## config.mk

```make
export PLATFORM = sky130hd
export DESIGN_NAME = smb_backlight_regs
export DESIGN_NICKNAME = d
export VERILOG_FILES = /design/src/rtl/smb_bl_pkg.sv /design/src/rtl/smb_bl_sync.sv /design/src/rtl/smb_bl_link.sv /design/src/rtl/smb_bl_regfile.sv /design/src/rtl/smb_bl_scale.sv /design/src/rtl/smb_backlight_regs.sv
export SDC_FILE = /design/constraint.sdc
export NUM_CORES = 1
export LEC_CHECK = 0
export BUFFER_PORTS_ARGS = -buffer_cell sky130_fd_sc_hd__buf_2
export CAP_MARGIN = 20
export CORE_MARGIN = 2
export CORE_UTILIZATION = 55
export CTS_CLUSTER_SIZE = 10
export DETAILED_ROUTE_END_ITERATION = 10
export GPL_ROUTABILITY_DRIVEN = 0
export MAX_ROUTING_LAYER = met4
export PLACE_DENSITY = 0.77
export SLEW_MARGIN = 15
export SYNTH_ARGS = -nofsm -noshare
export SYNTH_HDL_FRONTEND = slang
export SYNTH_SLANG_ARGS = --single-unit
```

## constraint.sdc

```tcl
create_clock -name clk_i -period 5.9 [get_ports clk_i]
set_input_delay 1.77 -clock clk_i [delete_from_list [all_inputs] [get_ports clk_i]]
set_output_delay 1.77 -clock clk_i [all_outputs]
set_load 0.05 [all_outputs]
```

## src/rtl/smb_bl_pkg.sv

```systemverilog
package smb_bl_pkg;

  typedef enum logic [3:0] {
    ST_IDLE,
    ST_ADDR,
    ST_ADDR_ACK,
    ST_CMD,
    ST_CMD_ACK,
    ST_WR,
    ST_WR_ACK,
    ST_RD,
    ST_RD_ACK,
    ST_SKIP
  } link_state_e;

  localparam int unsigned BYTE_W = 8;

  localparam logic [7:0] CMD_BRT = 8'h00;
  localparam logic [7:0] CMD_CTL = 8'h01;
  localparam logic [7:0] CMD_STS = 8'h02;
  localparam logic [7:0] CMD_ID  = 8'h03;

  localparam int unsigned CTL_BL  = 0;
  localparam int unsigned CTL_SEL = 1;
  localparam int unsigned CTL_ABS = 2;

endpackage

```

## src/rtl/smb_bl_sync.sv

```systemverilog
module smb_bl_sync #(
  parameter int unsigned STAGES = 2
) (
  input  logic clk_i,
  input  logic rst_ni,
  input  logic scl_i,
  input  logic sda_i,
  output logic sda_o,
  output logic scl_rise_o,
  output logic scl_fall_o,
  output logic start_o,
  output logic stop_o
);

  // one extra stage holds the previous synchronised level
  localparam int unsigned DEPTH = STAGES + 1;

  logic [DEPTH-1:0] scl_sh, sda_sh;

  always_ff @(posedge clk_i or negedge rst_ni) begin
    if (!rst_ni) begin
      scl_sh <= '1;
      sda_sh <= '1;
    end else begin
      scl_sh <= {scl_sh[DEPTH-2:0], scl_i};
      sda_sh <= {sda_sh[DEPTH-2:0], sda_i};
    end
  end

  logic scl_now, scl_prv, sda_now, sda_prv;
  assign scl_now = scl_sh[STAGES-1];
  assign scl_prv = scl_sh[STAGES];
  assign sda_now = sda_sh[STAGES-1];
  assign sda_prv = sda_sh[STAGES];

  assign sda_o      = sda_now;
  assign scl_rise_o = scl_now & ~scl_prv;
  assign scl_fall_o = ~scl_now & scl_prv;
  assign start_o    = scl_now & scl_prv & sda_prv & ~sda_now;
  assign stop_o     = scl_now & scl_prv & ~sda_prv & sda_now;

endmodule

```

## src/rtl/smb_bl_link.sv

```systemverilog
module smb_bl_link
  import smb_bl_pkg::*;
#(
  parameter logic [6:0] DEV_ADDR = 7'h2C
) (
  input  logic       clk_i,
  input  logic       rst_ni,
  input  logic       scl_rise_i,
  input  logic       scl_fall_i,
  input  logic       start_i,
  input  logic       stop_i,
  input  logic       sda_i,
  input  logic [7:0] rd_data_i,
  output logic [7:0] ptr_o,
  output logic       wr_en_o,
  output logic [7:0] wr_data_o,
  output logic       sda_oe_o
);

  localparam int unsigned CNT_W = $clog2(BYTE_W + 1);
  localparam logic [CNT_W-1:0] CNT_FULL = CNT_W'(BYTE_W);
  localparam logic [CNT_W-1:0] CNT_LAST = CNT_W'(BYTE_W - 1);

  link_state_e      state_q;
  logic [CNT_W-1:0] cnt_q;
  logic [7:0]       sh_q, tx_q, ptr_q, wdat_q;
  logic             rw_q, ack_q, wr_q;

  logic shifting;
  assign shifting = (state_q == ST_ADDR) || (state_q == ST_CMD) || (state_q == ST_WR);

  always_ff @(posedge clk_i or negedge rst_ni) begin
    if (!rst_ni) begin
      state_q <= ST_IDLE;
      cnt_q   <= '0;
      sh_q    <= '0;
      tx_q    <= '0;
      ptr_q   <= '0;
      wdat_q  <= '0;
      rw_q    <= 1'b0;
      ack_q   <= 1'b0;
      wr_q    <= 1'b0;
    end else begin
      wr_q <= 1'b0;
      if (start_i) begin
        state_q <= ST_ADDR;
        cnt_q   <= '0;
        ack_q   <= 1'b0;
      end else if (stop_i) begin
        state_q <= ST_IDLE;
        ack_q   <= 1'b0;
      end else if (shifting) begin
        if (scl_rise_i && cnt_q != CNT_FULL) begin
          sh_q  <= {sh_q[6:0], sda_i};
          cnt_q <= cnt_q + 1'b1;
        end else if (scl_fall_i && cnt_q == CNT_FULL) begin
          cnt_q <= '0;
          if (state_q == ST_ADDR) begin
            if (sh_q[7:1] == DEV_ADDR) begin
              rw_q    <= sh_q[0];
              ack_q   <= 1'b1;
              state_q <= ST_ADDR_ACK;
            end else begin
              state_q <= ST_SKIP;
            end
          end else if (state_q == ST_CMD) begin
            ptr_q   <= sh_q;
            ack_q   <= 1'b1;
            state_q <= ST_CMD_ACK;
          end else begin
            wdat_q  <= sh_q;
            wr_q    <= 1'b1;
            ack_q   <= 1'b1;
            state_q <= ST_WR_ACK;
          end
        end
      end else if (scl_fall_i) begin
        unique case (state_q)
          ST_ADDR_ACK: begin
            ack_q <= 1'b0;
            cnt_q <= '0;
            if (rw_q) begin
              tx_q    <= rd_data_i;
              state_q <= ST_RD;
            end else begin
              state_q <= ST_CMD;
            end
          end
          ST_CMD_ACK: begin
            ack_q   <= 1'b0;
            state_q <= ST_WR;
          end
          ST_WR_ACK: begin
            ack_q   <= 1'b0;
            state_q <= ST_SKIP;
          end
          ST_RD: begin
            if (cnt_q == CNT_LAST) begin
              state_q <= ST_RD_ACK;
            end else begin
              tx_q  <= {tx_q[6:0], 1'b0};
              cnt_q <= cnt_q + 1'b1;
            end
          end
          ST_RD_ACK: state_q <= ST_SKIP;
          default: ;
        endcase
      end
    end
  end

  assign ptr_o     = ptr_q;
  assign wr_en_o   = wr_q;
  assign wr_data_o = wdat_q;
  assign sda_oe_o  = ack_q | ((state_q == ST_RD) & ~tx_q[7]);

endmodule

```

## src/rtl/smb_bl_regfile.sv

```systemverilog
module smb_bl_regfile
  import smb_bl_pkg::*;
#(
  parameter int unsigned NUM_STRINGS = 8,
  parameter logic [3:0]  MAKER_ID    = 4'd6,
  parameter logic [2:0]  SILICON_REV = 3'd0
) (
  input  logic                   clk_i,
  input  logic                   rst_ni,
  input  logic                   wr_en_i,
  input  logic [7:0]             ptr_i,
  input  logic [7:0]             wr_data_i,
  input  logic                   tsd_fault_i,
  input  logic                   ocp_fault_i,
  input  logic [NUM_STRINGS-1:0] string_fault_i,
  input  logic                   bl_status_i,
  output logic [7:0]             rd_data_o,
  output logic [7:0]             brt_o,
  output logic [2:0]             ctl_o
);

  localparam int unsigned CNT_W = $clog2(NUM_STRINGS + 1);

  logic [7:0] brt_q;
  logic [2:0] ctl_q;

  always_ff @(posedge clk_i or negedge rst_ni) begin
    if (!rst_ni) begin
      brt_q <= 8'hFF;
      ctl_q <= 3'b000;
    end else if (wr_en_i) begin
      if (ptr_i == CMD_BRT) brt_q <= wr_data_i;
      if (ptr_i == CMD_CTL) ctl_q <= wr_data_i[2:0];
    end
  end

  logic [CNT_W-1:0] n_bad;
  always_comb begin
    n_bad = '0;
    for (int i = 0; i < NUM_STRINGS; i++) n_bad = n_bad + CNT_W'(string_fault_i[i]);
  end

  logic [1:0] cnt_code;
  always_comb begin
    if (n_bad == '0)                cnt_code = 2'b00;
    else if (n_bad == CNT_W'(1))    cnt_code = 2'b01;
    else                            cnt_code = 2'b11;
  end

  logic [7:0] sts;
  assign sts = {2'b00, cnt_code, bl_status_i, ocp_fault_i, tsd_fault_i,
                tsd_fault_i | ocp_fault_i | (|string_fault_i)};

  always_comb begin
    unique case (ptr_i)
      CMD_BRT: rd_data_o = brt_q;
      CMD_CTL: rd_data_o = {5'b00000, ctl_q};
      CMD_STS: rd_data_o = sts;
      CMD_ID:  rd_data_o = {1'b1, MAKER_ID, SILICON_REV};
      default: rd_data_o = 8'h00;
    endcase
  end

  assign brt_o = brt_q;
  assign ctl_o = ctl_q;

endmodule

```

## src/rtl/smb_bl_scale.sv

```systemverilog
module smb_bl_scale (
  input  logic       clk_i,
  input  logic       rst_ni,
  input  logic [7:0] brt_i,
  input  logic [7:0] duty_i,
  input  logic       sel_pwm_i,
  input  logic       abs_i,
  output logic [7:0] eff_o
);

  logic [15:0] prod;
  assign prod = 16'(brt_i) * 16'(duty_i) + 16'd255;

  logic [7:0] eff_d, eff_q;
  always_comb begin
    if (sel_pwm_i)  eff_d = duty_i;
    else if (abs_i) eff_d = brt_i;
    else            eff_d = prod[15:8];
  end

  always_ff @(posedge clk_i or negedge rst_ni) begin
    if (!rst_ni) eff_q <= '0;
    else         eff_q <= eff_d;
  end

  assign eff_o = eff_q;

endmodule

```

## src/rtl/smb_backlight_regs.sv

```systemverilog
module smb_backlight_regs
  import smb_bl_pkg::*;
#(
  parameter logic [6:0]  DEV_ADDR    = 7'h2C,
  parameter int unsigned NUM_STRINGS = 8,
  parameter logic [2:0]  SILICON_REV = 3'd0,
  parameter int unsigned SYNC_STAGES = 2
) (
  input  logic                   clk_i,
  input  logic                   rst_ni,
  input  logic                   scl_i,
  input  logic                   sda_i,
  output logic                   sda_oe_o,
  input  logic [7:0]             pwm_duty_i,
  input  logic                   tsd_fault_i,
  input  logic                   ocp_fault_i,
  input  logic [NUM_STRINGS-1:0] string_fault_i,
  input  logic                   bl_status_i,
  output logic [7:0]             brightness_o,
  output logic                   bl_en_o,
  output logic                   pwm_sel_o,
  output logic                   pwm_abs_o
);

  logic       sda_s, scl_rise, scl_fall, start_evt, stop_evt;
  logic [7:0] ptr, wr_data, rd_data, brt_q;
  logic       wr_en;
  logic [2:0] ctl_q;

  smb_bl_sync #(.STAGES(SYNC_STAGES)) u_sync (
    .clk_i, .rst_ni, .scl_i, .sda_i,
    .sda_o(sda_s), .scl_rise_o(scl_rise), .scl_fall_o(scl_fall),
    .start_o(start_evt), .stop_o(stop_evt)
  );

  smb_bl_link #(.DEV_ADDR(DEV_ADDR)) u_link (
    .clk_i, .rst_ni,
    .scl_rise_i(scl_rise), .scl_fall_i(scl_fall),
    .start_i(start_evt), .stop_i(stop_evt), .sda_i(sda_s),
    .rd_data_i(rd_data), .ptr_o(ptr), .wr_en_o(wr_en),
    .wr_data_o(wr_data), .sda_oe_o
  );

  smb_bl_regfile #(
    .NUM_STRINGS(NUM_STRINGS), .SILICON_REV(SILICON_REV)
  ) u_regs (
    .clk_i, .rst_ni, .wr_en_i(wr_en), .ptr_i(ptr), .wr_data_i(wr_data),
    .tsd_fault_i, .ocp_fault_i, .string_fault_i, .bl_status_i,
    .rd_data_o(rd_data), .brt_o(brt_q), .ctl_o(ctl_q)
  );

  smb_bl_scale u_scale (
    .clk_i, .rst_ni, .brt_i(brt_q), .duty_i(pwm_duty_i),
    .sel_pwm_i(ctl_q[CTL_SEL]), .abs_i(ctl_q[CTL_ABS]), .eff_o(brightness_o)
  );

  assign bl_en_o   = ctl_q[CTL_BL];
  assign pwm_sel_o = ctl_q[CTL_SEL];
  assign pwm_abs_o = ctl_q[CTL_ABS];

endmodule

```

==> out/qor.txt, run 1 <==
HP Class -> register to register
design area -> 6110 sq um
final wirelength -> 11.33 mm
skew final -> 0.004866 ns
critical path launch point type -> input port
clock sink count -> 68
Via Count -> 4097
Yosys reg bits -> 68
first-pass GRT wire length -> 19.54 mm
Synth Flop Type -> dfrtp_1
Critical Path Sink Type -> register
Hold Fails Final Rpt -> 0
ANT nets after route -> 0
1st-pass router iterations -> 4
mean number of vias per cell -> 5.612
Lkg Pwr -> 3.088 nW
Clock Tree Root -> clkbuf_8
Worst Path Required -> 6.13 ns
Slew headroom -> 42.85%
GR Util All Layers -> 22.89%
placed instance area -> 5861 sq um
top cell type by total area after synthesis -> dfrtp_1
R2R setup slack -> 1.10 ns
Max Freq -> 0.1777 GHz
fillers -> 820
clock tree buffer depth -> 2
max_cap viols -> 0
CTS tree -> yes
largest cells by area after synthesis -> dfrtp_1 25%, fa_1 16%, ha_1 8.6%
Tmin final -> 5.629 ns
Final nets -> 698
# setup viols final -> 0
Post-CTS Setup Bufs -> 0
post-synth top area share -> 24.53%
Post-Layout Cell Count -> 730
Least-Margin Pin Slew -> 0.8515 ns
Die X -> 104.1 microns
Final period util -> 95.40%
I/O Pins -> 35
DR DRC count -> 0
Std-Cell Rows -> 36
pin count of the biggest net entering global routing -> 45
Placed Cells -> 714
Pwr Total -> 1.207 mW
hold buffer count at CTS -> 0
initial drt markers -> 169
Syn Area/Cell -> 9.944 sq um
Remaining Overflow, GRT -> 0
status -> complete, no violations
Multi-input gate area -> 3415 sq um
I/O Buffers -> 34
RSZ-0062 raised after global routing -> no
Cell variety after synth -> 66
detailed placement HPWL -> 8.686 mm
Setup CP Type -> input port to register
Slew Limit Fails -> 0
number of flops mapped to enable cells by yosys -> 0
mapped cell area -> 5509 sq um
Die Span Y -> 104.1 microns
Num CTS Buffers -> 9
Ys Warns -> 0
CTS-repair resized insts -> 0
CP Data Arrival Time -> 5.86 ns
setup TNS -> 0 ns
H-tree levels -> 3
Starting Density -> 56.62%
Clk pin slew, worst setup/hold paths -> 0.07 ns
syn nets -> 660
Synth Instances -> 554
ys async rst share -> 100.0%
Peak VDD IR -> 130.1 uV
clk_lat worst skew -> 0.34 ns
P&R area growth vs syn -> 10.90%
ANT cells -> 0
Power Dens Cells -> 197.5 nW/um^2
vias in the first global route -> 4095
post-layout util -> 62.80%
antenna violations before repair -> 0
Core ar. -> 9729 sq um
crit path max fanout -> 5
wire per inst -> 15.52 microns
layout cells sized above 1 -> 21.78%
sequential share of the synthesized area -> 31.21%
Die Area -> 10830 sq um
register area -> 1719 sq um
-- state kept, by name, summed over array words and instances, names as in the netlist, 4 cells and up --
| name | flops |
|---|---|
| u_link.state_q | 4 |
| u_link.cnt_q | 4 |
| u_link.ptr_o | 8 |
| u_scale.eff_o | 8 |
| u_link.sh_q | 8 |
| u_link.tx_q | 8 |
| u_link.wr_data_o | 8 |
| u_regs.brt_o | 8 |
-- layout by cell type, fill, tap and decap left out, drive strengths merged, types with 3 or more instances in the layout --
| cell type | n |
|---|---|
| inv | 70 |
| nand2 | 66 |
| dfrtp | 54 |
| buf | 51 |
| fa | 45 |
| and2 | 38 |
| ha | 38 |
| mux2 | 36 |
| o21ai | 24 |
| a21oi | 22 |
| nor2 | 15 |
| dfstp | 14 |
| clkbuf | 10 |
| mux2i | 8 |
| nand3 | 8 |
| nor2b | 7 |
| a22oi | 6 |
| nor3 | 6 |
| nor3b | 5 |
| nor4 | 5 |
| nand2b | 4 |
| xnor2 | 4 |
| nand4 | 4 |
| nand4b | 3 |
| or4 | 3 |
| o221ai | 3 |
| o21bai | 3 |
| bufinv | 3 |
| a211oi | 3 |
| a22o | 3 |
-- critical path: stages --
cell      delay [ns]
buf_2           0.14
nand2_1         0.09
fa_1            0.54
inv_1           0.06
fa_1            0.48
fa_1            0.49
inv_1           0.06
fa_1            0.53
inv_1           0.04
ha_1            0.35
a211oi_2        0.27
a211o_2         0.20
o211ai_4        0.09
a21bo_1         0.21
or4_1           0.39
and3_1          0.17
-- per-stage QoR --
step / setup slack, ns / hold WS, ns
2_1_floorplan: 0.01684 / 0.3452
3_3_place_gp: -0.01698 / 0.3465
3_5_place_dp: -0.08318 / 0.3472
4_1_cts: 0.2858 / 0.3587
5_1_grt: 0.07057 / 0.3611
6_report: 0.2712 / 0.3576
-- kinds of logic (layout without fill, tap and decap cells) --
| logic type | Yosys count | count (layout) | synth area share [%] |
|---|---|---|---|
| adders and majority gates | 83 | 83 | 24.98 |
| DFF | 68 | 68 | 31.21 |
| xor gates and xnor gates | 5 | 5 | 0.7949 |
| muxes | 44 | 44 | 8.812 |
| and+or+nand+nor | 175 | 175 | 17.01 |
| AOI/OAI and AO/OA | 85 | 85 | 10.38 |
| buffers and inverters | 94 | 137 | 6.813 |
-- cells in the mapped netlist (3+ instances only) --
cell / n
clkbuf_1: 17
dfstp_2: 14
o221ai_1: 3
and2_1: 38
a22oi_1: 6
buf_2: 3
nand2b_1: 4
nand2_1: 66
or4_1: 3
o21ai_0: 22
nor4_1: 5
a21oi_1: 21
mux2_2: 36
inv_1: 70
nand4b_1: 3
nor2_1: 15
o21bai_1: 3
fa_1: 45
dfrtp_1: 54
nor3_1: 4
mux2i_1: 8
nor2b_1: 6
nor3b_1: 5
ha_1: 38
nand3_1: 7
nand4_1: 3
xnor2_1: 4
-- area by class of cell --
type | count | area share [%]
clock buffers | 10 | 2.253
clock inverters | 6 | 1.823
well taps | 133 | 2.724
multi-input cells | 392 | 55.89
flip-flops and latches | 68 | 28.14
repair buffers | 51 | 4.874
inverters | 70 | 4.301
-- final timing paths --
kind	from	to	cells past startpoint
setup / recovery	pwm_duty_i[2]	u_scale.eff_o[5]	16
min in group asynchronous	rst_ni	u_link.state_q[3]	1
setup reg to reg	u_regs.brt_o[5]	u_scale.eff_o[5]	15
hold reg to reg	u_sync.scl_sh[0]	u_sync.scl_sh[1]	0
max in group asynchronous	rst_ni	u_regs.brt_o[3]	2
hold / removal	u_sync.scl_sh[0]	u_sync.scl_sh[1]	0
-- layer usage --
layer / track usage (%) / vias up / wire (microns) / share of wire, %
met5: - / - / 0 / 0
met4: 5.985 / 0 / 156 / 1.4
met3: 4.637 / 21 / 516 / 4.6
met2: 35.62 / 92 / 5435 / 48
met1: 30.98 / 2045 / 5223 / 46
li1: - / 1939 / - / -
-- report_power, final --
| group | switching, mW | leakage, nW | total, mW | internal [mW] |
|---|---|---|---|---|
| logic | 0.0897 | 2.11 | 0.166 | 0.0763 |
| registers | 0.0583 | 0.859 | 0.574 | 0.516 |
| clock network | 0.175 | 0.122 | 0.467 | 0.292 |
Power figures use the tool's default switching activity.
==> run 2, diff against run 1 <==
- REMOVE_ABC_BUFFERS: default -> 1
- SYNTH_HIERARCHICAL: default -> 1
==> run 2 against run 1 <==
  * Die area rose by 3.2%
  * Fmax fell by 2.8%
  * Synthesized area rose by 3.3%
  * First-iteration DRC count rose by 110%
  * Worst hold slack got worse by 0.0011 ns
  * Critical path type unchanged
  * Largest cell class unchanged
  * Largest power group unchanged
==> out/qor.txt, run 2 <==
CP delay by family, top -> adder cells
clock tree buffer depth -> 2
status -> complete, no violations
# setup viols final -> 0
Worst Path Required -> 6.11 ns
initial drt markers -> 357
Commonest cells post-synth -> 73 x inv_1, 54 x dfrtp_1, 52 x nand2_1, 45 x fa_1, 39 x mux2_2
fillers -> 843
ANT cells -> 0
mean number of vias per cell -> 5.681
layout cells sized above 1 -> 23.28%
max_cap viols -> 0
Setup CP Type -> input port to register
critical-path cell list -> buf_2 > nand2_1 > fa_1 > inv_1 > fa_1 > fa_1 > inv_1 > fa_1 > inv_1 > ha_1 > and4_4 > and2_0 > a221o_1 > a21o_4 > a2111oi_4 > a2111oi_2
clock sink count -> 68
I/O Pins -> 35
Num CTS Buffers -> 9
Ys Warns -> 6
Critical Path Sink Type -> register
Final WS setup -> 0.1093 ns
placed instance area -> 6038 sq um
Peak VDD IR -> 118.5 uV
Slowest Stage Delay on Critical Path -> 0.56 ns
crit path max fanout -> 7
Post-Layout Cell Count -> 746
mapped cell area -> 5690 sq um
Std-Cell Rows -> 37
Core ar. -> 10180 sq um
H-tree levels -> 3
Final nets -> 710
vias in the first global route -> 4289
DR DRC count -> 0
design area -> 6269 sq um
GR Util All Layers -> 23.53%
sequential share of the synthesized area -> 30.21%
Die Span Y -> 105.7 microns
P&R area growth vs syn -> 10.16%
CTS-repair resized insts -> 0
Least-Margin Pin Slew -> 0.9050 ns
post-layout util -> 61.55%
Syn Area/Cell -> 10.14 sq um
top cell type by total area after synthesis -> dfrtp_1
highest-delay cell along the critical path -> fa_1
number of flops mapped to enable cells by yosys -> 0
ANT nets after route -> 0
Final period util -> 98.15%
wire per inst -> 16.29 microns
Place WS -> -0.3035 ns
Multi-input gate area -> 3592 sq um
setup TNS -> 0 ns
most common cell after layout, fill and taps aside -> inv_1
Remaining Overflow, GRT -> 0
leading cell types in the layout, fill and taps excluded -> 73 x inv_1, 54 x dfrtp_1, 52 x nand2_1
RSZ-0062 raised after global routing -> no
Slew Limit Fails -> 0
final wirelength -> 12.16 mm
CP Data Arrival Time -> 6.00 ns
1st-pass router iterations -> 5
Power Dens Cells -> 211.5 nW/um^2
I/O Buffers -> 34
post-synth top area share -> 23.75%
Clk pin slew, worst setup/hold paths -> 0.08 ns
ys async rst share -> 100.0%
CTS tree -> yes
worst path bufs/invs -> 4
HP Class -> register to register
Starting Density -> 55.87%
antenna violations before repair -> 0
Max Freq -> 0.1727 GHz
detailed placement HPWL -> 9.099 mm
Lkg Pwr -> 3.177 nW
dominant cell by count in the synthesized netlist -> inv_1
Tmin final -> 5.791 ns
Die Area -> 11180 sq um
Slew headroom -> 39.66%
Clock Tree Root -> clkbuf_8
Synth Flop Type -> dfrtp_1
skew final -> 0.01361 ns
critical path launch point type -> input port
Synth Instances -> 561
pin count of the biggest net entering global routing -> 69
first-pass GRT wire length -> 20.47 mm
Yosys reg bits -> 68
clk_lat worst skew -> 0.35 ns
most frequent cell on the critical path -> fa_1
largest cells by area after synthesis -> dfrtp_1 24%, fa_1 16%, ha_1 8.1%
Cell variety after synth -> 69
Die X -> 105.7 microns
Via Count -> 4238
Hold Fails Final Rpt -> 0
register area -> 1719 sq um
Placed Cells -> 729
## run 2: cell count changes after synthesis, moves of 5 or more
cell / delta
nor3_1: +7
nor4b_1: +5
o21ai_0: -8
nand2_1: -14
nor2_1: +11
mux2i_1: +5
a22oi_1: -6
clkbuf_1: -11
## run 2: path summary, 6_finish.rpt
kind                                  startpoint  slack (ns)               end  cells after the start
worst max-delay path               pwm_duty_i[2]        0.11  u_scale/eff_o[5]                     16
worst min-delay path            u_sync/scl_sh[0]        0.36  u_sync/scl_sh[1]                      0
worst max register to register   u_regs/brt_o[6]        0.94  u_scale/eff_o[5]                     15
worst min register to register  u_sync/scl_sh[0]        0.36  u_sync/scl_sh[1]                      0
max in group asynchronous                 rst_ni        3.76   u_regs/ctl_o[2]                      2
min in group asynchronous                 rst_ni        1.61   u_link/cnt_q[3]                      2
## run 2: logic make-up (layout without fill, tap and decap cells)
group | after synthesis | count (layout) | share of synthesized area, %
DFF | 68 | 68 | 30.21
AOI/OAI and AO/OA | 76 | 76 | 9.719
buffers and inverters | 90 | 139 | 6.662
and+or+nand+nor | 189 | 189 | 18.82
adders and majority gates | 82 | 82 | 23.97
xor gates and xnor gates | 4 | 4 | 0.6158
muxes | 52 | 52 | 10.00
## run 2: per-layer routing
metal / vias up / global-route usage (%) / share of wire, %
met1: 2090 / 30.41 / 45
met2: 140 / 38.66 / 48
met4: 0 / 4.699 / 1.3
met5: - / - / 0
met3: 19 / 5.071 / 5.7
li1: 1989 / - / -
## run 2: report_power, final
group          leakage (nW)  total, mW  switching [mW]  internal, mW
Combinational          2.21      0.291           0.167         0.124
Sequential            0.858      0.601          0.0789         0.522
Clock                 0.110      0.434           0.194         0.240
## run 2: layout make-up
cell class	instances	share of cell area, %
tap	136	2.715
inverter	73	4.371
sequential	68	27.43
timing repair buffer	50	4.631
clock inverter	7	1.577
multi-input combinational	403	57.31
clock buffer	9	1.976
## run 2: through the flow
stage	hold WS, ns	power, mW
finish	0.3565	1.326
global route	0.3705	1.413
CTS	0.3620	1.337
detailed placement	0.3504	0.8977
floorplan	0.3452	0.8027
global placement	0.3465	0.8824
## run 2: repair_timing
action / CTS / global route
buffers inserted: 0 / 1
hold buffers: 0 / 0
setup endpoints to repair: 0 / 3
==> run 3, diff against run 2 <==
- PLACE_DENSITY: 0.77 -> 0.8
- clock period: 5.9 -> 5.2 ns (I/O delays scaled with it)
==> run 3 against run 2 <==
  * The run now ends with setup timing left
  * First-iteration DRC count is 21% lower
  * Clock power decreased by 3%
  * Cell area rose by 5.4%
  * Sequential power grew 14%
  * Clock skew down 0.0025 ns
==> out/qor.txt, run 3 (synthesis gave the netlist of run 2 again) <==
status -> finished, violations left
failing checks -> setup timing
clock tree buffer depth -> 2
HP Class -> register to register
Critical Path Sink Type -> register
Setup crit start -> pwm_duty_i[7]
Least-Margin Pin Slew -> 0.9180 ns
crit path max fanout -> 4
Via Count -> 4352
Clk pin slew, worst setup/hold paths -> 0.07 ns
P&R area growth vs syn -> 16.10%
H-tree levels -> 3
design area -> 6606 sq um
max_cap viols -> 0
Clock Tree Root -> clkbuf_8
skew final -> 0.01116 ns
Hold Fails Final Rpt -> 0
Place WS -> -0.7530 ns
most common cell after layout, fill and taps aside -> inv_1
Std-Cell Rows -> 37
initial drt markers -> 283
Slew Limit Fails -> 0
Reg2Reg Launch Point -> u_regs/brt_o[4]
vias in the first global route -> 4562
GR Util All Layers -> 24.82%
Die X -> 105.7 microns
RSZ-0062 raised after global routing -> yes
Tmin final -> 5.317 ns
Lkg Pwr -> 3.307 nW
Power Dens Cells -> 218.6 nW/um^2
hold-critical path depth -> 0
final wirelength -> 12.81 mm
I/O Pins -> 35
I/O Buffers -> 34
Max Freq -> 0.1881 GHz
Remaining Overflow, GRT -> 0
R2R setup slack -> 0.47 ns
leading cell types in the layout, fill and taps excluded -> 65 x inv_1, 54 x dfrtp_1, 47 x nand2_1
Num CTS Buffers -> 9
pin count of the biggest net entering global routing -> 42
Die Area -> 11180 sq um
hold buffer count at CTS -> 0
layout cells sized above 1 -> 31.16%
Core ar. -> 10180 sq um
Peak VDD IR -> 198.5 uV
CTS tree -> yes
ANT nets after route -> 0
Slew headroom -> 38.80%
first-pass GRT wire length -> 21.58 mm
Worst Path Required -> 5.39 ns
wire per inst -> 16.74 microns
Final WS setup -> -0.1173 ns
Final nets -> 729
placed instance area -> 6158 sq um
clock sink count -> 68
Setup CP Type -> input port to register
mean number of vias per cell -> 5.689
detailed placement HPWL -> 9.501 mm
Crit Reg-Reg Endpoint -> u_scale/eff_o[5]
DR DRC count -> 0
setup TNS -> -0.3430 ns
Worst Hold Slack -> 0.3596 ns
# setup viols final -> 5
crit path to -> u_scale/eff_o[5]
antenna violations before repair -> 0
CP Data Arrival Time -> 5.50 ns
Worst Reg-to-Reg Cells -> 15
critical path launch point type -> input port
Final period util -> 102.3%
Die Span Y -> 105.7 microns
fillers -> 740
ANT cells -> 0
clk_lat worst skew -> 0.33 ns
Starting Density -> 55.87%
1st-pass router iterations -> 5
[run 3: cell count changes in the layout (fill, tap and decap cells not counted), sizes merged]
cell and delta:
buf +19, clkinvlp +1, clkinv -1, clkbuf +1
bufinv -1
[run 3: worst min-delay path by stage]
stage,from,end
floorplan,u_sync/scl_sh[0],u_sync/scl_sh[1]
global placement,u_sync/sda_sh[0],u_sync/sda_sh[1]
detailed placement,u_sync/scl_sh[0],u_sync/scl_sh[1]
CTS,u_sync/scl_sh[0],u_sync/scl_sh[1]
global route,u_sync/scl_sh[0],u_sync/scl_sh[1]
finish,u_sync/scl_sh[0],u_sync/scl_sh[1]
[run 3: worst max-delay path: stages]
cell and delay (ns):
buf_8 0.10, and2_4 0.13, fa_1 0.50, fa_1 0.53, fa_1 0.55, inv_2 0.04
fa_1 0.51, inv_2 0.05, ha_4 0.24, and4_4 0.14, and2_0 0.13, a221o_2 0.43
a21o_4 0.24, a2111oi_4 0.30, a2111oi_2 0.07
[run 3: timing repair]
item	CTS	global route
hold endpoints to repair	0	0
resized for setup	48	11
pin swaps	30	3
buffers inserted	3	1
endpoints found under the setup margin	6	6
[run 3: cell type report]
class                      instances  area [sq um]  area share, %
clock inverter                     6         63.81         0.9659
inverter                          73         274.0          4.148
timing repair buffer              69         493.0          7.462
sequential                        68          1719          26.02
clock buffer                      10         127.6          1.932
tap                              136         170.2          2.576
multi-input combinational        403          3759          56.89
[run 3: layer usage]
metal / GRT usage, % / routed length (microns) / vias up
li1: - / - / 2030
met5: - / 0 / -
met3: 3.711 / 505 / 24
met1: 30.74 / 5364 / 2190
met4: 9.398 / 307 / 0
met2: 41.38 / 6630 / 108
[run 3: metrics by stage]
step / utilization [%] / power, mW / std cells
6_report: 64.86 / 1.444 / 765
5_1_grt: 64.86 / 1.538 / 765
4_1_cts: 64.16 / 1.457 / 764
3_3_place_gp: 60.47 / 0.9992 / 745
2_1_floorplan: - / 0.9107 / 544
3_5_place_dp: 60.47 / 1.023 / 745
[run 3: power by group]
| group | switching [mW] | leakage (nW) | internal (mW) |
|---|---|---|---|
| registers | 0.0924 | 0.858 | 0.592 |
| logic | 0.192 | 2.36 | 0.147 |
| clock network | 0.199 | 0.0927 | 0.222 |
| total | 0.483 | 3.31 | 0.961 |
